===== src/rtl/mmd_pkg.sv =====
// Package: shared constants and helpers for the extended-range divider.
// Assumes ratios fit in 32 bits.
package mmd_pkg;

    // Smallest ratio the chain can produce (two running cells).
    localparam int MMD_MIN_RATIO = 4;

    // Position of the most significant set bit (0 when v is 0).
    function automatic int msb_pos(input int unsigned v);
        int r;
        r = 0;
        for (int b = 0; b < 32; b++) begin
            if (v[b]) r = b;
        end
        return r;
    endfunction

endpackage


===== src/rtl/mmd_cell.sv =====
// Module: one divide-by-2/3 cell of the chain, expressed with clock enables.
// Counts enable pulses from the cell below. A period is two pulses, or
// three when the modulus input and the program bit are both high. Assumes
// mod_in is stable over the cell's period (it comes from the cell above).
module mmd_cell (
    input  logic clk,
    input  logic rst_n,
    input  logic hold,     // cell beyond the running length: kept cleared
    input  logic en_in,    // one pulse per period of the cell below
    input  logic mod_in,   // this period is the last one in the cycle
    input  logic prog,     // swallow bit
    output logic en_out,   // one pulse per own period
    output logic mod_out   // last sub-period of the cycle, to the cell below
);
    logic [1:0] cnt;
    logic       swallow;
    logic       last_sub;

    // Decide whether the current sub-period is the final one of this period.
    always_comb begin
        swallow  = mod_in & prog;
        last_sub = swallow ? (cnt == 2'd2) : (cnt == 2'd1);
    end

    // Advance the sub-period count, clearing while held.
    always_ff @(posedge clk) begin
        if (!rst_n || hold) cnt <= 2'd0;
        else if (en_in)     cnt <= last_sub ? 2'd0 : cnt + 2'd1;
    end

    // Report period completion and the modulus window downward.
    always_comb begin
        en_out  = en_in & last_sub & ~hold;
        mod_out = mod_in & last_sub & ~hold;
    end


    // a third sub-period may only occur while swallowing
    cnt_lim_chk: assert property (@(posedge clk) disable iff (!rst_n)
        !(mod_in && prog) |-> (cnt != 2'd2));

endmodule


===== src/rtl/mmd_ratio_ctrl.sv =====
// Module: ratio register and chain-length decode.
// Samples the modulus word only at the chain's end-of-cycle clock, clamps
// it to the chain limits and decodes which cells run and which cell ends
// the chain. Assumes DEF_RATIO lies within the chain limits.
module mmd_ratio_ctrl #(
    parameter int NCELLS    = 6,
    parameter int MW        = NCELLS + 2,
    parameter int DEF_RATIO = 16
) (
    input  logic              clk,
    input  logic              rst_n,
    input  logic              cyc_end,
    input  logic [MW-1:0]     mod_word,
    output logic [NCELLS-1:0] prog,
    output logic [NCELLS-1:0] active,
    output logic [NCELLS-1:0] tail,
    output logic              range_flag
);
    import mmd_pkg::*;

    localparam int RW    = NCELLS + 1;
    localparam int MAX_R = (2 ** (NCELLS + 1)) - 1;

    logic [RW-1:0] ratio_q;
    logic [RW-1:0] clamped;
    logic          oor;
    int            len;

    // Clamp the incoming word to the producible range.
    always_comb begin
        oor = 1'b1;
        if (int'(mod_word) < MMD_MIN_RATIO)  clamped = RW'(MMD_MIN_RATIO);
        else if (int'(mod_word) > MAX_R)     clamped = RW'(MAX_R);
        else begin
            clamped = mod_word[RW-1:0];
            oor     = 1'b0;
        end
    end

    // Take a new ratio only at the end of a chain period.
    always_ff @(posedge clk) begin
        if (!rst_n) begin
            ratio_q    <= RW'(DEF_RATIO);
            range_flag <= 1'b0;
        end else if (cyc_end) begin
            ratio_q    <= clamped;
            range_flag <= oor;
        end
    end

    // Running length is the position of the leading one.
    always_comb len = msb_pos(32'(ratio_q));

    for (genvar i = 0; i < NCELLS; i++) begin : g_dec
        assign active[i] = (len > i);
        assign tail[i]   = (len == i + 1);
        assign prog[i]   = ratio_q[i];
    end


    // ratio holds between period ends
    ratio_hold_chk: assert property (@(posedge clk) disable iff (!rst_n)
        !cyc_end |=> $stable(ratio_q));


    // low words clamp to the minimum and raise the flag
    clamp_low_chk: assert property (@(posedge clk) disable iff (!rst_n)
        (cyc_end && int'(mod_word) < MMD_MIN_RATIO)
        |=> (range_flag && int'(ratio_q) == MMD_MIN_RATIO));


    // high words clamp to the maximum and raise the flag
    clamp_high_chk: assert property (@(posedge clk) disable iff (!rst_n)
        (cyc_end && int'(mod_word) > MAX_R)
        |=> (range_flag && int'(ratio_q) == MAX_R));

endmodule


===== src/rtl/mmd_post.sv =====
// Module: static group divider and output shaping.
// Counts chain periods and raises div_clk at the start of every group of
// post_div periods. div_clk is cleared by the second cell's modulus window,
// which always occurs before a period ends. Assumes the chain ratio is at least 4.
module mmd_post #(
    parameter int PDW = 3
) (
    input  logic           clk,
    input  logic           rst_n,
    input  logic           cyc_end,
    input  logic           sec_mod,
    input  logic [PDW-1:0] post_div,
    output logic           div_clk,
    output logic           chain_stb
);
    logic [PDW-1:0] pdiv_q;
    logic [PDW-1:0] pcnt;
    logic [PDW-1:0] pdiv_eff;
    logic           group_end;

    // Treat a zero group size as one and find the group's last period end.
    always_comb begin
        pdiv_eff  = (post_div == '0) ? PDW'(1) : post_div;
        group_end = cyc_end && (pcnt == pdiv_q - PDW'(1));
    end

    // Count chain periods inside a group; reload the size at group ends.
    always_ff @(posedge clk) begin
        if (!rst_n) begin
            pcnt   <= '0;
            pdiv_q <= PDW'(1);
        end else if (group_end) begin
            pcnt   <= '0;
            pdiv_q <= pdiv_eff;
        end else if (cyc_end) begin
            pcnt   <= pcnt + PDW'(1);
        end
    end

    // Shape the outputs: strobe per period, clock edge per group.
    always_ff @(posedge clk) begin
        if (!rst_n) begin
            chain_stb <= 1'b0;
            div_clk   <= 1'b0;
        end else begin
            chain_stb <= cyc_end;
            if (group_end)    div_clk <= 1'b1;
            else if (sec_mod) div_clk <= 1'b0;
        end
    end


    // strobe lasts a single clock
    stb_pulse_chk: assert property (@(posedge clk) disable iff (!rst_n)
        chain_stb |=> !chain_stb);


    // output edges coincide with period starts
    rise_align_chk: assert property (@(posedge clk) disable iff (!rst_n)
        $rose(div_clk) |-> chain_stb);

endmodule


===== src/rtl/mmd_ext_divider.sv =====
// Module: extended-range multi-modulus divider (top).
// Chain of NCELLS divide-by-2/3 cells whose running length follows the
// ratio's leading one. Unused cells are held cleared. A group divider
// follows. Assumes DEF_RATIO is within 4..2^(NCELLS+1)-1.
module mmd_ext_divider #(
    parameter int NCELLS    = 6,
    parameter int PDW       = 3,
    parameter int DEF_RATIO = 16,
    parameter int MW        = NCELLS + 2
) (
    input  logic           clk,
    input  logic           rst_n,
    input  logic [PDW-1:0] post_div,
    input  logic [MW-1:0]  mod_word,
    output logic           div_clk,
    output logic           chain_stb,
    output logic           range_flag
);
    logic [NCELLS-1:0] prog;
    logic [NCELLS-1:0] active;
    logic [NCELLS-1:0] tail;
    logic [NCELLS:0]   en_up;
    logic [NCELLS:0]   mod_dn;
    logic [NCELLS-1:0] mod_in;
    logic              cyc_end;

    mmd_ratio_ctrl #(
        .NCELLS(NCELLS), .MW(MW), .DEF_RATIO(DEF_RATIO)
    ) u_ctrl (
        .clk(clk), .rst_n(rst_n), .cyc_end(cyc_end), .mod_word(mod_word),
        .prog(prog), .active(active), .tail(tail), .range_flag(range_flag)
    );

    // Bottom cell sees every input clock; nothing above the top cell.
    assign en_up[0]       = 1'b1;
    assign mod_dn[NCELLS] = 1'b0;

    for (genvar i = 0; i < NCELLS; i++) begin : g_cell
        // The last running cell gets its modulus input forced high.
        assign mod_in[i] = tail[i] | mod_dn[i+1];
        mmd_cell u_cell (
            .clk(clk), .rst_n(rst_n), .hold(~active[i]),
            .en_in(en_up[i]), .mod_in(mod_in[i]), .prog(prog[i]),
            .en_out(en_up[i+1]), .mod_out(mod_dn[i])
        );
    end

    assign cyc_end = mod_dn[0];

    mmd_post #(.PDW(PDW)) u_post (
        .clk(clk), .rst_n(rst_n), .cyc_end(cyc_end), .sec_mod(mod_dn[1]),
        .post_div(post_div), .div_clk(div_clk), .chain_stb(chain_stb)
    );


    // every running cell completes its period on the chain's last clock
    wrap_align_chk: assert property (@(posedge clk) disable iff (!rst_n)
        cyc_end |-> &(en_up[NCELLS:1] | ~active));

endmodule


===== config.mk =====
export PLATFORM = sky130hd
export DESIGN_NAME = mmd_ext_divider
export DESIGN_NICKNAME = d
export VERILOG_FILES = /design/src/rtl/mmd_pkg.sv /design/src/rtl/mmd_cell.sv /design/src/rtl/mmd_ratio_ctrl.sv /design/src/rtl/mmd_post.sv /design/src/rtl/mmd_ext_divider.sv
export SDC_FILE = /design/constraint.sdc
export NUM_CORES = 1
export LEC_CHECK = 0
export ABC_AREA = 1
export BUFFER_PORTS_ARGS = -buffer_cell sky130_fd_sc_hd__buf_4
export CAP_MARGIN = 5
export CORE_ASPECT_RATIO = 0.8
export CORE_MARGIN = 2
export CORE_UTILIZATION = 46
export CTS_BUF_LIST = sky130_fd_sc_hd__clkbuf_16
export CTS_CLUSTER_DIAMETER = 200
export DETAILED_ROUTE_END_ITERATION = 10
export GPL_TIMING_DRIVEN = 0
export PLACE_DENSITY = 0.7
export SLEW_MARGIN = 20
export SYNTH_ARGS = -nofsm -noshare
export SYNTH_HDL_FRONTEND = slang
export SYNTH_HIERARCHICAL = 1
export SYNTH_SLANG_ARGS = --single-unit

===== constraint.sdc =====
create_clock -name clk -period 12.65 [get_ports clk]
set_input_delay 1.265 -clock clk [delete_from_list [all_inputs] [get_ports clk]]
set_output_delay 1.265 -clock clk [all_outputs]
set_load 0.05 [all_outputs]

==> results.md <==
- The flow ran to the end, and the final reports show no timing, DRC or antenna violations.
- The post-DP HPWL is between 2 and 3 mm.
- Across the VDD grid, the largest voltage drop is between 60 and 70 uV.
- The kind of capture point of the worst setup path is a register.
- After global routing the overflow that remains totals 0.
- The floorplan step defined a die boundary enclosing between 4000 and 5000 um2.
- The class of the worst hold path is register to register.
- The vertical die dimension is 62.6 um.
- After detailed routing, the average wire length per cell comes to around 8.5 um.
- For this design the static power due to leakage is roughly 1.1 nW.
- The final route contains about 1800 vias.
- The violation count after the first detailed-route iteration is a little under 80.
- The count of final max-slew check failures is 0.
- The fraction of the cycle the final worst path needs is between 40% and 50%.
- The effective utilization at floorplan is a little under half.
- Along the worst path, the maximum fanout reaches 6.
- The number of antenna violations at the first check in global routing is 0.
- The layout net count is approximately 370.
- The slowest library cell on the worst path is sky130_fd_sc_hd__dfxtp_1.
- The synthesized netlist occupies a cell area of about 2000 um2.
- Among cell families on the critical path, the largest total delay comes from simple AND/OR/NAND/NOR gates.
- Setup total negative slack on the finished layout was measured at 0 ns.
- The number of buffers inserted by port buffering is 15.
- In this run the power spent charging and discharging nets is 0.0378 mW.
- The standard-cell row count is 21.
- The worst setup path is launched from a register.
- In this run, CTS created clock tree buffers numbering 3.
- The number of buffers between clock root and the deepest sink is 2.
- The count of clock tree sinks is 28.
- In this run switching power makes up 19.4% of total power.
- The number of optimization iterations in the first detailed-route pass is 4.
- The post-route minimum period is between 5 and 6 ns.
- After technology mapping, the gate count stands at ~330.
- The fraction of layout cells with a size suffix above 1 is 19.4%.
- The critical path class is register to register.
- The pin count of the biggest net entering global routing is 18.
- The clock arrives with 0.00411 ns of skew.
- The power per cell area is between 80 and 90 nW/um2.
- The placed instances occupy a cell area of approximately 2200 um2.
- For this run, the slowest stage of the critical path takes around 0.41 ns.
- Of the total power, combinational logic draws between 5 and 6%.
- The CTS tree is yes.
- The final-report setup violation count is 0.
- The routed wire length is about 3.5 mm.
- The number of warning messages in the yosys log is 6.
- The total count of hold-check failures in the final report came to 0.
- The area overhead of the layout relative to synthesis is 15.4%.
- The via count of the first global-routing pass is between 1500 and 2000.
- The internal power is approximately 0.16 mW.
- Post-CTS repair changed the size of 0 cells.
- The buffering stage count on the worst path with inverters included is 7.
- The routability congestion estimate is slightly below 0.8.
- The number of post-CTS setup repair buffers is 0.
- In this run the remaining antenna-violating nets after routing total 0.
- The combined global-route utilization of all metal layers is between 10% and 20%.
- The clock network is responsible for roughly 48% of the overall power.
- The finished cells cover approximately 2300 um2.
- Pin placement for this block handled 16 I/O pins.
- The max capacitance violation total is 0.
- After clock tree synthesis, the clock-pin slew on the worst setup and hold paths is about 0.07 ns.
- Of the total power, registers draw between 40% and 50%.
- The hold buffer count at CTS is 0.
- The number of H-tree branching levels is 1.
- Based on the critical path, the design can be clocked at up to ~180 MHz.
- STA puts the critical path data required time at 12.82 ns.
- The total of fill cells in the finished design is between 400 and 500.
- For this run, design rule violations remaining after detail routing come to 0.
- The total area inside the core boundary comes to 4150 um2.
- Setup repair after global routing left no endpoint under its margin.
- STA puts the critical path data arrival time at 5.75 ns.
- The routed via count divided by cell count is ~4.4.
- The clock tree root buffer cell is sky130_fd_sc_hd__clkbuf_16.
- The cell repeated most along the worst path is sky130_fd_sc_hd__nand2_1.
- 0 antenna diodes ended up in the layout.
- A synthesized cell averages roughly 6.0 um2.
- The clock latency at the later pin of the worst-skew pair is 0.26 ns.
- The floorplan step set the die width to between 70 and 80 um.
- The first-pass GRT wire length is around 6.6 mm.
==> cell type report <==
cell class / count / area [um2] / area share, %
Inverter: 70 / 263 / 11.5
Clock buffer: 3 / 75.1 / 3.29
Buffer: 10 / 73.8 / 3.24
Multi-Input combinational cell: 224 / 1090 / 48.0
Sequential cell: 28 / 561 / 24.6
Timing Repair Buffer: 15 / 113 / 4.94
Clock inverter: 1 / 30.0 / 1.32
Tap cell: 57 / 71.3 / 3.13
==> tightest hold or removal path, cell delays in order, from the launching register on <==
cell	delay [ns]
sky130_fd_sc_hd__dfxtp_1	0.31
sky130_fd_sc_hd__nand2_1	0.06
sky130_fd_sc_hd__a21oi_1	0.06
==> registers in the layout, summed over array words and instances, names as in the netlist <==
signal,count
u_post/chain_stb,1
u_post/div_clk,1
u_post/pcnt,3
g_cell.u_cell/cnt,12
u_post/pdiv_q,3
u_ctrl/ratio_q,7
u_ctrl/range_flag,1
==> power by group through the flow <==
stage                     Combinational (mW)  Sequential, mW  Clock (mW)
after global routing                  0.0126          0.0900       0.101
after CTS                             0.0110          0.0898      0.0969
final                                 0.0109          0.0899      0.0940
after global placement                0.0108          0.0919           0
after floorplan                      0.00605          0.0917           0
after detailed placement              0.0110          0.0919           0
==> routing by layer <==
layer | GRT usage [%] | part of all wire [%] | vias to the layer above
li1 | - | - | 1021
met1 | 21.0 | 54 | 757
met2 | 27.2 | 42 | 15
met3 | 3.76 | 2.7 | 5
met4 | 4.02 | 0.98 | 0
met5 | 0 | 0 | -
==> worst paths after layout <==
path | endpoint | slack, ns | cells past startpoint | startpoint
worst max-delay path | g_cell[5].u_cell/cnt[1] | 7.07 | 48 | u_ctrl/ratio_q[6]
worst min-delay path | u_ctrl/range_flag | 0.47 | 2 | u_ctrl/range_flag
worst max register to register | g_cell[5].u_cell/cnt[1] | 7.07 | 48 | u_ctrl/ratio_q[6]
worst min register to register | u_ctrl/range_flag | 0.47 | 2 | u_ctrl/range_flag
==> cells in the final DEF (no fill, tap or decap), types with 4 or more instances in the layout <==
master / count
sky130_fd_sc_hd__conb_1: 5
sky130_fd_sc_hd__o21ai_0: 8
sky130_fd_sc_hd__nand2_2: 18
sky130_fd_sc_hd__a21oi_1: 13
sky130_fd_sc_hd__nand3_2: 8
sky130_fd_sc_hd__nand3_1: 26
sky130_fd_sc_hd__or2_2: 6
sky130_fd_sc_hd__buf_4: 22
sky130_fd_sc_hd__inv_1: 68
sky130_fd_sc_hd__nor2_1: 50
sky130_fd_sc_hd__dfxtp_1: 28
sky130_fd_sc_hd__nor3_1: 4
sky130_fd_sc_hd__nand2_1: 71
==> per-stage QoR <==
stage	total power [mW]	setup slack (ns)	utilization (%)	hold WS (ns)	cells
floorplan	0.0977	7.91	-	0.455	332
global placement	0.103	7.16	52.4	0.463	404
detailed placement	0.103	7.08	52.4	0.460	404
CTS	0.198	7.04	54.9	0.474	408
global route	0.204	6.10	54.9	0.500	408
finish	0.195	7.07	54.9	0.471	408
Note: power is estimated with default switching activity, not from simulation.
